==> src/rtl/kps_pkg.sv <==
package kps_pkg;

    // Number of identical consecutive readings needed before a key flips.
    localparam int unsigned STABLE_READS = 3;

    typedef enum logic {
        PH_KEYS = 1'b0,
        PH_LEDS = 1'b1
    } scan_phase_e;

endpackage

==> src/rtl/kps_slot_seq.sv <==
module kps_slot_seq
    import kps_pkg::*;
#(
    parameter int unsigned NUM_STROBE = 8,
    parameter int unsigned DWELL_W    = 8,
    parameter int unsigned SLOT_W     = $clog2(NUM_STROBE + 1)
) (
    input  logic               clk,
    input  logic               rst_n,
    input  logic [DWELL_W-1:0] dwell,
    output logic [SLOT_W-1:0]  slot_o,
    output scan_phase_e        phase_o,
    output logic               sample_o
);

    localparam logic [SLOT_W-1:0] LED_SLOT = SLOT_W'(NUM_STROBE);

    typedef struct packed {
        logic [SLOT_W-1:0]  slot;
        logic [DWELL_W-1:0] cnt;
    } seq_t;

    seq_t s_d, s_q;
    logic slot_end;

    always_comb begin
        s_d      = s_q;
        // A zero dwell ends the slot on its first cycle, same as one.
        slot_end = ((DWELL_W+1)'(s_q.cnt) + (DWELL_W+1)'(1)) >= (DWELL_W+1)'(dwell);
        if (slot_end) begin
            s_d.cnt  = '0;
            s_d.slot = (s_q.slot == LED_SLOT) ? '0 : s_q.slot + SLOT_W'(1);
        end else begin
            s_d.cnt  = s_q.cnt + DWELL_W'(1);
        end
        phase_o  = (s_q.slot == LED_SLOT) ? PH_LEDS : PH_KEYS;
        sample_o = slot_end && (phase_o == PH_KEYS);
        slot_o   = s_q.slot;
    end

    always_ff @(posedge clk or negedge rst_n) begin
        if (!rst_n) begin
            s_q <= '0;
        end else begin
            s_q <= s_d;
        end
    end

    // the slot index never leaves the row range plus the LED slot
    a_r2_slot_in_range: assert property (@(posedge clk) disable iff (!rst_n)
        s_q.slot <= LED_SLOT);

    // the last row reading is followed by the LED slot
    a_r3_led_after_last_row: assert property (@(posedge clk) disable iff (!rst_n)
        (s_q.slot == SLOT_W'(NUM_STROBE - 1) && sample_o) |=> (phase_o == PH_LEDS));

    // the end of the LED slot restarts at row 0
    a_r2_wrap_to_row0: assert property (@(posedge clk) disable iff (!rst_n)
        (phase_o == PH_LEDS && slot_end) |=> (s_q.slot == '0 && s_q.cnt == '0));

endmodule

==> src/rtl/kps_debounce.sv <==
module kps_debounce #(
    parameter int unsigned NUM_STROBE   = 8,
    parameter int unsigned NUM_RETURN   = 4,
    parameter int unsigned STABLE_READS = 3,
    parameter int unsigned SLOT_W       = 4,
    parameter int unsigned KEYS         = NUM_STROBE * NUM_RETURN
) (
    input  logic                  clk,
    input  logic                  rst_n,
    input  logic                  sample_i,
    input  logic [SLOT_W-1:0]     row_i,
    input  logic [NUM_RETURN-1:0] ret_n_i,
    output logic [KEYS-1:0]       keys_o,
    output logic                  change_o
);

    localparam int unsigned HIST = STABLE_READS - 1;

    typedef struct packed {
        logic [KEYS-1:0]            state;
        logic [HIST-1:0][KEYS-1:0]  hist;
        logic                       change;
    } deb_t;

    deb_t d, q;
    logic [NUM_STROBE-1:0] row_hit;

    for (genvar g = 0; g < NUM_STROBE; g++) begin : g_row
        assign row_hit[g] = sample_i && (row_i == SLOT_W'(g));
    end

    always_comb begin
        logic now_b;
        logic agree_b;
        d        = q;
        d.change = 1'b0;
        now_b    = 1'b0;
        agree_b  = 1'b0;
        for (int s = 0; s < NUM_STROBE; s++) begin
            if (row_hit[s]) begin
                for (int r = 0; r < NUM_RETURN; r++) begin
                    now_b   = ~ret_n_i[r];
                    agree_b = 1'b1;
                    for (int h = 0; h < HIST; h++) begin
                        if (q.hist[h][s*NUM_RETURN + r] != now_b) agree_b = 1'b0;
                    end
                    if (agree_b && (now_b != q.state[s*NUM_RETURN + r])) begin
                        d.state[s*NUM_RETURN + r] = now_b;
                        d.change                  = 1'b1;
                    end
                    d.hist[0][s*NUM_RETURN + r] = now_b;
                    for (int h = 1; h < HIST; h++) begin
                        d.hist[h][s*NUM_RETURN + r] = q.hist[h-1][s*NUM_RETURN + r];
                    end
                end
            end
        end
    end

    always_ff @(posedge clk or negedge rst_n) begin
        if (!rst_n) begin
            q <= '0;
        end else begin
            q <= d;
        end
    end

    assign keys_o   = q.state;
    assign change_o = q.change;

    // filtered state moves only at the edge that takes a reading
    a_r5_change_only_on_sample: assert property (@(posedge clk) disable iff (!rst_n)
        !$stable(q.state) |-> $past(sample_i));

    // a pulse always comes with a new state value
    a_r7_pulse_has_change: assert property (@(posedge clk) disable iff (!rst_n)
        q.change |-> (q.state != $past(q.state)));

    // no pulse means the state held
    a_r7_quiet_is_stable: assert property (@(posedge clk) disable iff (!rst_n)
        !q.change |-> $stable(q.state));

endmodule

==> src/rtl/kps_panel_scanner.sv <==
module kps_panel_scanner
    import kps_pkg::*;
#(
    parameter int unsigned NUM_STROBE   = 8,
    parameter int unsigned NUM_RETURN   = 4,
    parameter int unsigned DWELL_W      = 8,
    parameter int unsigned STABLE_READS = kps_pkg::STABLE_READS
) (
    input  logic                             clk,
    input  logic                             rst_n,
    input  logic [DWELL_W-1:0]               dwell_cycles,
    input  logic [NUM_STROBE-1:0]            led_pattern,
    input  logic [NUM_RETURN-1:0]            ret_n,
    output logic [NUM_STROBE-1:0]            strobe_n,
    output logic                             led_phase,
    output logic [NUM_STROBE*NUM_RETURN-1:0] key_down,
    output logic                             key_changed
);

    localparam int unsigned KEYS   = NUM_STROBE * NUM_RETURN;
    localparam int unsigned SLOT_W = $clog2(NUM_STROBE + 1);

    logic [SLOT_W-1:0]     slot;
    scan_phase_e           phase;
    logic                  sample;
    logic [NUM_STROBE-1:0] row_sel;

    kps_slot_seq #(
        .NUM_STROBE (NUM_STROBE),
        .DWELL_W    (DWELL_W),
        .SLOT_W     (SLOT_W)
    ) u_seq (
        .clk      (clk),
        .rst_n    (rst_n),
        .dwell    (dwell_cycles),
        .slot_o   (slot),
        .phase_o  (phase),
        .sample_o (sample)
    );

    kps_debounce #(
        .NUM_STROBE   (NUM_STROBE),
        .NUM_RETURN   (NUM_RETURN),
        .STABLE_READS (STABLE_READS),
        .SLOT_W       (SLOT_W),
        .KEYS         (KEYS)
    ) u_deb (
        .clk      (clk),
        .rst_n    (rst_n),
        .sample_i (sample),
        .row_i    (slot),
        .ret_n_i  (ret_n),
        .keys_o   (key_down),
        .change_o (key_changed)
    );

    for (genvar g = 0; g < NUM_STROBE; g++) begin : g_strobe
        assign row_sel[g] = (slot == SLOT_W'(g));
    end

    assign led_phase = (phase == PH_LEDS);
    assign strobe_n  = led_phase ? led_pattern : ~row_sel;

    // a key slot drives exactly one strobe low
    a_r2_single_low: assert property (@(posedge clk) disable iff (!rst_n)
        !led_phase |-> ($countones(~strobe_n) == 1));

    // the LED slot carries the pattern on the strobe lines
    a_r3_pattern_out: assert property (@(posedge clk) disable iff (!rst_n)
        led_phase |-> (strobe_n == led_pattern));

    // filtered keys never move at an edge that closes an LED cycle
    a_r6_led_slot_inert: assert property (@(posedge clk) disable iff (!rst_n)
        (led_phase && $past(led_phase)) |-> $stable(key_down));

endmodule

==> config.mk <==
export PLATFORM = sky130hd
export DESIGN_NAME = kps_panel_scanner
export DESIGN_NICKNAME = d
export VERILOG_FILES = /design/src/rtl/kps_pkg.sv /design/src/rtl/kps_slot_seq.sv /design/src/rtl/kps_debounce.sv /design/src/rtl/kps_panel_scanner.sv
export SDC_FILE = /design/constraint.sdc
export NUM_CORES = 1
export LEC_CHECK = 0
export ABC_AREA = 0
export ABC_CLOCK_PERIOD_IN_PS = 6300
export BUFFER_PORTS_ARGS = -buffer_cell sky130_fd_sc_hd__buf_4
export CAP_MARGIN = 20
export CORE_MARGIN = 2
export CORE_UTILIZATION = 35
export DETAILED_ROUTE_END_ITERATION = 8
export GPL_TIMING_DRIVEN = 1
export PLACE_DENSITY = 0.55
export SETUP_SLACK_MARGIN = 0.2
export SLEW_MARGIN = 20
export SYNTH_ARGS = -nofsm -noshare
export SYNTH_HDL_FRONTEND = slang
export SYNTH_HIERARCHICAL = 1
export SYNTH_SLANG_ARGS = --single-unit
==> constraint.sdc <==
create_clock -name clk -period 6.3 [get_ports clk]
set_clock_uncertainty 0.2 [all_clocks]
set_input_delay 1.26 -clock clk [delete_from_list [all_inputs] [get_ports clk]]
set_output_delay 1.26 -clock clk [all_outputs]
set_load 0.02 [all_outputs]
# After elaboration in Yosys (flattened, before gate mapping)
# Index checks and enable logic that the tools add are counted.
[totals]
ff_bits = 109
output_inout_bits = 42
wordCells = 379
[classes]
eq_ne = 104
reduce_logical = 74
magnitude_cmp = 1
n_bitwise = 6
mux = 140
addsub = 3
[ops]
columns = ["operator", "count"]
rows = [
  ["1-bit 2-to-1 mux", 137],
  ["1-bit != test", 96],
  ["2-bit AND reduction", 32],
  ["1-bit logical AND", 41],
  ["4-bit by 3-bit == test with 1-bit output (second input constant)", 4],
  ["8-bit 2-to-1 mux", 2],
  ["8-bit by 1-bit adder with 9-bit output (second input constant)", 1],
  ["9-bit by 8-bit greater-or-equal comparator with 1-bit output", 1],
  ["8-bit by 1-bit adder with 8-bit output (second input constant)", 1],
  ["4-bit by 2-bit == test with 1-bit output (second input constant)", 2],
  ["8-bit NOT", 1],
  ["1-bit NOT", 5],
  ["4-bit by 1-bit adder with 4-bit output (second input constant)", 1],
  ["4-bit by 1-bit == test with 1-bit output (second input constant)", 1],
  ["4-bit == test (second input constant)", 1],
  ["4-bit zero test", 1],
  ["4-bit 2-to-1 mux", 1],
]

# Logic depth before layout (Yosys ltp)
[depth]
depth_word = 47
ltp_mapped = 17

# Hierarchy
# Netlist, hierarchy kept.
[modules_own_cells]
columns = ["mod", "seq_area_each_um2", "area_each_um2", "n_inst", "cells_per_inst"]
rows = [
  ["kps_debounce", 2427.3, 4984.8, 1, 529],
  ["kps_slot_seq", 300.3, 818.3, 1, 91],
  ["kps_panel_scanner", 0.0, 173.9, 1, 22],
]

# Worst setup path after synthesis
# No wires, ideal clock.
[synth_timing]
path_type = "input -> register"
startpoint = "input port dwell_cycles[6]"
endpoint = "register u_deb.q (netlist bit u_deb/keys_o[23])"
path_buffers = 2
required_ps = 5971
slack_ps = 2843
stages = 13
arrival_ps = 3128
path_cell_list = "inv_1 ha_1 a21oi_1 o221ai_1 a211o_2 inv_1 nor2_1 and3b_1 buf_4 and2_1 buf_2 a31oi_1 o21ai_1"
[synth_via]
elab_chain_cells = 4
[synth_rtl]
columns = ["item", "line_no", "rtl"]
rows = [
  ["start, declared", "kps_panel_scanner.sv:11", "input logic [DWELL_W-1:0] dwell_cycles,"],
  ["9-bit by 8-bit greater-or-equal comparator with 1-bit output", "kps_slot_seq.sv:29", "slot_end = ((DWELL_W+1)'(s_q.cnt) + (DWELL_W+1)'(1)) >= (DWELL_W+1)'(dwell);"],
  ["1-bit logical AND", "kps_slot_seq.sv:37", "sample_o = slot_end && (phase_o == PH_KEYS);"],
  ["via sample", "kps_panel_scanner.sv:25", "logic sample;"],
  ["1-bit logical AND", "kps_debounce.sv:29", "assign row_hit[g] = sample_i && (row_i == SLOT_W'(g));"],
  ["2-bit AND reduction (no source line)", "--", ""],
  ["end signal, assigned", "kps_debounce.sv:62", "q <= '0;"],
  ["end signal, assigned", "kps_debounce.sv:64", "q <= d;"],
  ["end, declared", "kps_debounce.sv:25", "deb_t d, q;"],
]
# The timed path passes the listed nets, and every way through them passes these cells.
# A chain may end at the register's enable or synchronous reset.

==> metrics.txt <==
fin cells=877; Area growth, synth to finish=9.82%; Storage cell area=2730 µm²; crit end category=register; area leader, netlist=dfrtp_1; setup violators final=0; mean area per synthesized cell=9.31 µm²; leakage=2.91 nW; cts hold-fix bufs=0; Placed Cells incl. Taps=861; drt drc=0; Slowest cell on crit path=nand2_1; HP Class=reg2reg; Total GRT Usage=0.145; row count=47; top-count cell post-synth=nand2_1; Crit path depth=15; Die Footprint=18100 µm²; layout net count=685; mapped cell area=5980 µm²; Multi-input gate area=2730 µm²; ys flop type=dfrtp_1; post-route setup slack=2.27 ns; post-CTS setup buffer count=0; Worst Hold Depth=2; clock sinks=109; status=completed; top post-synthesis cells by area=dfrtp_1 (46%), nand2_1 (9.2%), o21ai_0 (4.9%); crit-path cells=ha_1, nand3_2, nor2_1, xor2_1, ha_1, a21oi_1, o221ai_1, a211o_2, inv_1, nor2_1, nor3b_4, nand2_1, a41oi_1, nor4_1, o2111ai_1; CTS tree=done; vias per cell=5.26; Initial Util=0.359; layout cells sized above 1=0.172; synth warn=6; Worst setup SP type=register; H-tree levels=3; total I/O pin count=64; DIE HEIGHT=135 µm; Clock transition at path regs=0.07 ns; crit share post-route=0.640; floorplan core area=16600 µm²; WL final=12.7 mm; Worst R2R Start=u_seq/s_q[0]; reg2reg end=u_deb/change_o; asr flop ratio synth=1.00; Final Hold Viols=0; GP Congestion=0.770; Port-buffer cells=63; Max-Cap Viols=0; final setup TNS=0 ns; drt initial violations=277; slowest stage delay, CP=0.46 ns; Finished Cell Area=6560 µm²; top cell type's share of synthesized area=0.456; worst endpoint required time=6.30 ns; worst-path fanout max=20; Final Core Density=0.394; later-pin clock latency in the skew report=0.35 ns; pwr dens=325 nW/µm²; Seq/Total Area, Yosys=0.456; post-DR wirelength/cell=14.5 µm; antenna-violating nets left=0; Post-synth EDFFs=0; cell family with most CP delay=simple AND/OR/NAND/NOR gates; Syn Nets=675; register bit total from synthesis=109; synth unique cells=54; first-pass GRT wire length=21.2 mm; crit path time final=4.03 ns; fillers=1661; RSZ-0062 raised after global routing=false; gr ovfl total=0; Root Buffer=clkbuf_16; Post-CTS Resized=0; top cells by count, synth=nand2_1 (146), dfrtp_1 (109), o21ai_0 (59), a31oi_1 (42), buf_4 (38); Placed Area=6270 µm²; largest net degree at the start of global routing=60; DP Wirelength=8.83 mm; vias=4614; # diodes=0; CTS buffer count=9; first drt pass iteration count=5; worst reg-to-reg path cell count=15; WS Path Type=reg2reg; normalized max-slew margin=0.497; initial antenna violation count=0; worst hold margin=0.310 ns; critical path data arrival time=4.03 ns; Place WS=2.07 ns; CP bufs+invs=1; Slew @ Worst Pin=0.755 ns; maximum vdd drop=0.138 mV; vias in the first global route=4269; Slew Viols, Final=0; Hold EP=u_deb/q[44]; Gate Count Post-Synth=642; Pwr Total=2.13 mW; Hold Startpoint=u_deb/q[44]; Fmax achieved=248 MHz; clk buf depth=2; register-to-register setup slack=2.27 ns; Die Width=135 µm
[worst register-to-register path, cell delays in order (launching register included)]
cell and delay (ns):
dfrtp_1 0.43, ha_1 0.24, nand3_2 0.13, nor2_1 0.15, xor2_1 0.22, ha_1 0.28
a21oi_1 0.15, o221ai_1 0.13, a211o_2 0.40, inv_1 0.12, nor2_1 0.06, nor3b_4 0.21
nand2_1 0.46, a41oi_1 0.14, nor4_1 0.40, o2111ai_1 0.16
[worst max-delay path by stage]
stage | from | slack, ns | to
after CTS | u_seq/slot_o[0] | 2.11 | strobe_n[0]
after global placement | dwell_cycles[6] | 2.17 | u_deb/change_o
after floorplan | dwell_cycles[6] | 2.84 | u_deb/keys_o[23]
after global routing | u_seq/s_q[0] | 1.88 | u_deb/change_o
after detailed placement | dwell_cycles[4] | 2.07 | u_deb/change_o
final | u_seq/s_q[0] | 2.27 | u_deb/change_o
[logic make-up after synthesis]
group / count (synthesis) / synth area share
simple gates: 270 / 0.237
compound gates: 150 / 0.159
flops: 109 / 0.456
buf+inv: 81 / 0.0879
mux: 15 / 0.0283
fa+ha+maj: 11 / 0.0230
xor+xnor: 6 / 0.00879
[final cells by class]
type,instances,share of cell area
clock buffer,12,0.0376
timing repair buffer,64,0.0732
multi-input combinational,452,0.415
inverter,16,0.00915
clock inverter,4,0.00724
sequential,109,0.416
tap,220,0.0419
[power breakdown]
| group | leakage, nW | internal, mW | total [mW] | switching (mW) |
|---|---|---|---|---|
| registers | 1.48 | 0.834 | 1.02 | 0.186 |
| clock network | 0.143 | 0.318 | 0.567 | 0.249 |
| logic | 1.29 | 0.251 | 0.543 | 0.292 |
| total | 2.91 | 1.40 | 2.13 | 0.727 |
[metal layers]
layer	track usage	vias up	routed length (µm)
li1	-	2253	-
met4	0.0526	0	206
met5	0	-	0
met2	0.239	85	5960
met3	0.0270	14	529
met1	0.191	2262	6020
[registers in the layout, summed over array words and instances (netlist names)]
signal	count
u_seq/s_q	8
u_deb/change_o	1
u_deb/q	64
u_deb/keys_o	32
u_seq/slot_o	4
[cells in the final DEF, fill, tap and decap left out, types with 2 or more instances in the layout]
cell	count
nand2b_1	6
and2_1	4
clkbuf_16	9
and3_1	3
or2_2	2
or2b_1	5
buf_4	64
inv_1	16
and4bb_2	3
nand3_1	8
mux2_2	15
o41a_1	2
a21oi_1	4
and4bb_1	2
o31ai_1	16
xor2_1	4
clkinv_2	2
o21ai_0	59
a41oi_1	5
nor4_1	2
nor3_1	4
dfrtp_1	109
nor2b_1	13
nand2_1	146
o31a_1	6
a31oi_1	42
clkbuf_1	2
ha_1	11
nor2_1	33
xnor2_1	2
o311ai_0	2
o21ai_1	7
nand3_2	2
nor2_2	2
nor4bb_1	23
Power figures use the tool's default switching activity.
